## src/rtl/hps_pkg.sv

```systemverilog
package hps_pkg;
  localparam int unsigned GRP_LANES = 4;
  localparam int unsigned N_GRPS    = 4;
  localparam int unsigned N_LANES   = GRP_LANES * N_GRPS;
endpackage

```

## src/rtl/hps_ks_scan.sv

```systemverilog
module hps_ks_scan #(
  parameter int unsigned N = 4,
  parameter int unsigned W = 16
) (
  input  logic [N*W-1:0] x_i,
  output logic [N*W-1:0] y_o
);
  localparam int unsigned LVLS = $clog2(N);

  logic [W-1:0] lvl [LVLS+1][N];

  for (genvar k = 0; k < N; k++) begin : g_in
    assign lvl[0][k] = x_i[k*W +: W];
    assign y_o[k*W +: W] = lvl[LVLS][k];
  end

  for (genvar l = 0; l < LVLS; l++) begin : g_lvl
    for (genvar k = 0; k < N; k++) begin : g_lane
      if (k >= (1 << l)) begin : g_add
        assign lvl[l+1][k] = lvl[l][k] + lvl[l][k - (1 << l)];
      end else begin : g_pass
        assign lvl[l+1][k] = lvl[l][k];
      end
    end
  end
endmodule

```

## src/rtl/hps_fan.sv

```systemverilog
module hps_fan #(
  parameter int unsigned N = 4,
  parameter int unsigned W = 16
) (
  input  logic [N*W-1:0] x_i,
  input  logic [W-1:0]   ofs_i,
  output logic [N*W-1:0] y_o
);
  for (genvar k = 0; k < N; k++) begin : g_lane
    assign y_o[k*W +: W] = x_i[k*W +: W] + ofs_i;
  end
endmodule

```

## src/rtl/hier_prefix_scan.sv

```systemverilog
module hier_prefix_scan
  import hps_pkg::*;
#(
  parameter int unsigned DATA_W = 16
) (
  input  logic                      clk_i,
  input  logic                      rst_ni,
  input  logic                      in_valid_i,
  input  logic [N_LANES*DATA_W-1:0] in_data_i,
  output logic                      out_valid_o,
  output logic [N_LANES*DATA_W-1:0] out_data_o
);
  localparam int unsigned GW  = GRP_LANES * DATA_W;
  localparam int unsigned VW  = N_LANES * DATA_W;
  localparam int unsigned RW  = N_GRPS * DATA_W;

  // upsweep: per-set scans
  logic [VW-1:0] grp_scan;
  for (genvar g = 0; g < N_GRPS; g++) begin : g_grp
    hps_ks_scan #(.N(GRP_LANES), .W(DATA_W)) u_scan (
      .x_i(in_data_i[g*GW +: GW]),
      .y_o(grp_scan[g*GW +: GW])
    );
  end

  logic          s1_valid;
  logic [VW-1:0] s1_data;
  always_ff @(posedge clk_i or negedge rst_ni) begin
    if (!rst_ni) begin
      s1_valid <= 1'b0;
      s1_data  <= '0;
    end else begin
      s1_valid <= in_valid_i;
      if (in_valid_i) s1_data <= grp_scan;
    end
  end

  // root: scan of set totals
  logic [RW-1:0] totals, root_sum, ofs;
  for (genvar g = 0; g < N_GRPS; g++) begin : g_tot
    assign totals[g*DATA_W +: DATA_W] = s1_data[(g*GRP_LANES + GRP_LANES - 1)*DATA_W +: DATA_W];
    if (g == 0) begin : g_zero
      assign ofs[g*DATA_W +: DATA_W] = '0;
    end else begin : g_excl
      assign ofs[g*DATA_W +: DATA_W] = root_sum[(g-1)*DATA_W +: DATA_W];
    end
  end

  hps_ks_scan #(.N(N_GRPS), .W(DATA_W)) u_root (
    .x_i(totals),
    .y_o(root_sum)
  );

  logic          s2_valid;
  logic [VW-1:0] s2_data;
  logic [RW-1:0] s2_ofs;
  always_ff @(posedge clk_i or negedge rst_ni) begin
    if (!rst_ni) begin
      s2_valid <= 1'b0;
      s2_data  <= '0;
      s2_ofs   <= '0;
    end else begin
      s2_valid <= s1_valid;
      if (s1_valid) begin
        s2_data <= s1_data;
        s2_ofs  <= ofs;
      end
    end
  end

  // downsweep: fan offsets into sets 1..N_GRPS-1
  logic [VW-1:0] fanned;
  for (genvar g = 0; g < N_GRPS; g++) begin : g_fan
    if (g == 0) begin : g_keep
      assign fanned[g*GW +: GW] = s2_data[g*GW +: GW];
    end else begin : g_add
      hps_fan #(.N(GRP_LANES), .W(DATA_W)) u_fan (
        .x_i  (s2_data[g*GW +: GW]),
        .ofs_i(s2_ofs[g*DATA_W +: DATA_W]),
        .y_o  (fanned[g*GW +: GW])
      );
    end
  end

  always_ff @(posedge clk_i or negedge rst_ni) begin
    if (!rst_ni) begin
      out_valid_o <= 1'b0;
      out_data_o  <= '0;
    end else begin
      out_valid_o <= s2_valid;
      if (s2_valid) out_data_o <= fanned;
    end
  end

  // checks relating ports across the pipeline
  logic [2:0]        up_cnt;
  logic [DATA_W-1:0] in_total;
  always_ff @(posedge clk_i or negedge rst_ni) begin
    if (!rst_ni)          up_cnt <= '0;
    else if (up_cnt != 4) up_cnt <= up_cnt + 3'd1;
  end

  always_comb begin
    in_total = '0;
    for (int i = 0; i < N_LANES; i++) in_total = in_total + in_data_i[i*DATA_W +: DATA_W];
  end

  a_r6_valid_latency: assert property (@(posedge clk_i) disable iff (!rst_ni)
    (up_cnt == 4) |-> (out_valid_o == $past(in_valid_i, 3)));

  a_r2_lane0_passes: assert property (@(posedge clk_i) disable iff (!rst_ni)
    (up_cnt == 4 && out_valid_o) |-> (out_data_o[DATA_W-1:0] == $past(in_data_i[DATA_W-1:0], 3)));

  a_r3_last_lane_total: assert property (@(posedge clk_i) disable iff (!rst_ni)
    (up_cnt == 4 && out_valid_o) |-> (out_data_o[VW-1 -: DATA_W] == $past(in_total, 3)));

  a_r9_hold_on_bubble: assert property (@(posedge clk_i) disable iff (!rst_ni)
    (up_cnt == 4 && !out_valid_o) |-> $stable(out_data_o));
endmodule

```

## config.mk

```make
export PLATFORM = sky130hd
export DESIGN_NAME = hier_prefix_scan
export DESIGN_NICKNAME = d
export VERILOG_FILES = /design/src/rtl/hps_pkg.sv /design/src/rtl/hps_ks_scan.sv /design/src/rtl/hps_fan.sv /design/src/rtl/hier_prefix_scan.sv
export SDC_FILE = /design/constraint.sdc
export NUM_CORES = 2
export LEC_CHECK = 0
export BUFFER_PORTS_ARGS = -buffer_cell sky130_fd_sc_hd__clkbuf_2
export CAP_MARGIN = 10
export CORE_MARGIN = 5
export CORE_UTILIZATION = 50
export CTS_CLUSTER_DIAMETER = 30
export DETAILED_ROUTE_END_ITERATION = 6
export PLACE_DENSITY_LB_ADDON = 0.12
export SYNTH_ARGS = -nofsm -noshare
export SYNTH_HDL_FRONTEND = slang
export SYNTH_HIERARCHICAL = 1
export SYNTH_SLANG_ARGS = --single-unit
```

## constraint.sdc

```tcl
create_clock -name clk_i -period 4.2 [get_ports clk_i]
set_input_delay 0.42 -clock clk_i [delete_from_list [all_inputs] [get_ports clk_i]]
set_output_delay 0.42 -clock clk_i [all_outputs]
set_load 0.01 [all_outputs]
```

==> flow_metrics.tcl <==
set metrics [dict create \
    p_per_area_mw_per_mm2 911 \
    hold_class "primary input to register" \
    clk_pin_slew_worst_paths_ns 0.05 \
    worstMarginPinSlew_ns 1.05 \
    cts-root-buf "clkbuf_16" \
    maxSlewViolCount 0 \
    cpMaxStageDelayCell "dlygate4sd3_1" \
    dr.pass1.iters 5 \
    worstPathRequired_ns 4.84 \
    rsz0062_at_grt "yes" \
    fin_crit_sh 0.979 \
    clock.fmax_ghz 0.243 \
    nets 6048 \
    post_dp_cell_area_mm2 0.0580 \
    r2r_start "s1_data[48]" \
    core_area_mm2 0.105 \
    yosysWarnings 6 \
    setup_viol 0 \
    holdWs_ns 0.0428 \
    critPathLaunch "in_data_i[3]" \
    hold_path.startpoint "in_data_i[1]" \
    boundaryPins 516 \
    stdcell_area_mm2 0.0660 \
    leakagePower_uw 0.0310 \
    grt_pass1_vias 38000 \
    synth_area_mm2 0.0527 \
    start_kind "primary input" \
    hold_viol 0 \
    worst_ir_drop_vdd_uv 605 \
    die_area_mm2 0.112 \
    first_iter_violations 1712 \
    wirelength_um 146000 \
    fp-row-count 119 \
    cts_buffer_depth 3 \
    portBuffers 515 \
    worstSetupPathType "primary input to register" \
    htreeDepth 4 \
    grt_start_max_net_pins 114 \
    area_delta_synth_final_pct 25.3 \
    grt_overflow 0 \
    vias_per_cell 5.44 \
    path_max_fanout 3 \
    drc_errors 0 \
    avgSynthCellArea_um2 12.1 \
    cap_viol_max_count 0 \
    arrival_ns 4.75 \
    cp-end-kind "register" \
    status "finished, final reports clean" \
    dp_cells 6385 \
    slew_headroom 0.299 \
    grt_pass1_wl_um 225000 \
    finalCriticalPeriod_ns 4.11 \
    hpwl_um 110000 \
    cts.sinks 819 \
    gp_congestion 0.899 \
    ant_nets 0 \
    avgRoutedWirePerCell_um 21.4 \
    die_h_um 335 \
    crit_chain "dlygate4sd3_1 > clkbuf_2 > ha_1 > buf_4 > o21ai_1 > a21oi_2 > o41ai_4 > o21ai_2 > buf_4 > o211ai_2 > and2b_1 > xnor2_2 > fa_1 > ha_1 > o21ai_1 > a31oi_1 > o21a_1 > nor2_2 > xnor2_1 > xnor2_1 > mux2_4" \
    cts_buffers 203 \
    syn_nets 5164 \
    fin_skew_ns 0.0312 \
    slowest_delay_ns 0.54 \
    chipWidth_um 335 \
    clock_latency_ns 0.77 \
    cts_tree "done" \
    grt_usage 0.258 \
    routed-via-count 37100 \
    antenna_found_initial 2 \
    initial_core_util 0.502 \
    synthCells 4363 \
    layout.cells.non_filler 6815 \
    drive_gt1_frac 0.379 \
]
cell usage in the layout, fill, tap and decap left out, types with 58 or more instances in the layout:
cell type,instances
clkbuf_2,512
a21o_1,103
nor3_1,58
ha_1,379
nor2_1,152
xor2_1,122
xnor2_1,234
buf_4,281
nand3_1,58
clkbuf_16,207
a21oi_1,254
o21ai_0,145
mux2_4,261
fa_1,161
nand2_1,140
inv_1,198
mux2_2,557
dfrtp_1,817
stage by stage:
step                utilization  TNS, ns  total power, uW  worst slack, ns
global placement          0.552    -3.70            42800           -0.415
finish                    0.629        0            60200           0.0879
global route              0.629   -0.110            64200          -0.0677
floorplan                     -        0            33900           0.0450
detailed placement        0.552    -4.92            43100           -0.454
CTS                       0.628        0            60500           0.0300
where the power goes:
part	leakage (uW)	internal [uW]	switching, uW
registers	0.00958	11200	3400
logic	0.0179	14300	14400
clock network	0.00361	11800	5000
total	0.0310	37300	22900
worst max-delay path: cells and delay by family:
kind,cells,cell delay [ns]
mux,1,0.26
fa+ha+maj,3,1.07
compound gates,8,1.44
xor+xnor,3,0.39
simple gates,2,0.23
buf+inv,4,0.96
what timing repair did:
item,CTS,global route
setup buffers,0,3
endpoints found under the setup margin,0,8
hold endpoints to repair,99,0
resized for setup,0,19
hold buffers,48,0
metal layers:
layer,vias to the layer above,GRT usage,part of all wire
met4,0,0.0927,0.035
met3,245,0.0429,0.044
met1,18400,0.350,0.45
li1,17600,-,-
met2,877,0.420,0.47
met5,-,0,0
cell type report:
| cell class | count | area [um^2] |
|---|---|---|
| fillers | 8381 | 38900 |
| inverters | 198 | 743 |
| clock inverters | 130 | 1930 |
| flip-flops and latches | 819 | 20500 |
| well taps | 1391 | 1740 |
| clock buffers | 249 | 5530 |
| diodes | 3 | 7.51 |
| multi-input cells | 3164 | 30000 |
| repair buffers | 861 | 5550 |
worst paths after layout:
check | slack [ns] | cells after the start | end
worst max-delay path | 0.09 | 21 | s1_data[63]
worst min-delay path | 0.04 | 2 | s1_data[1]
worst max register to register | 0.79 | 14 | s2_ofs[63]
worst min register to register | 0.49 | 1 | s2_data[11]
max in group asynchronous | 2.83 | 3 | s2_data[27]
min in group asynchronous | 0.24 | 2 | out_data_o[238]
flip-flops by register name, summed over array words and instances (netlist names):
| name | count |
|---|---|
| out_data_o | 256 |
| s1_data | 256 |
| s2_data | 256 |
| s2_ofs | 48 |
| out_valid_o | 1 |
| s1_valid | 1 |
| s2_valid | 1 |
(Power assumes the default switching activity.)
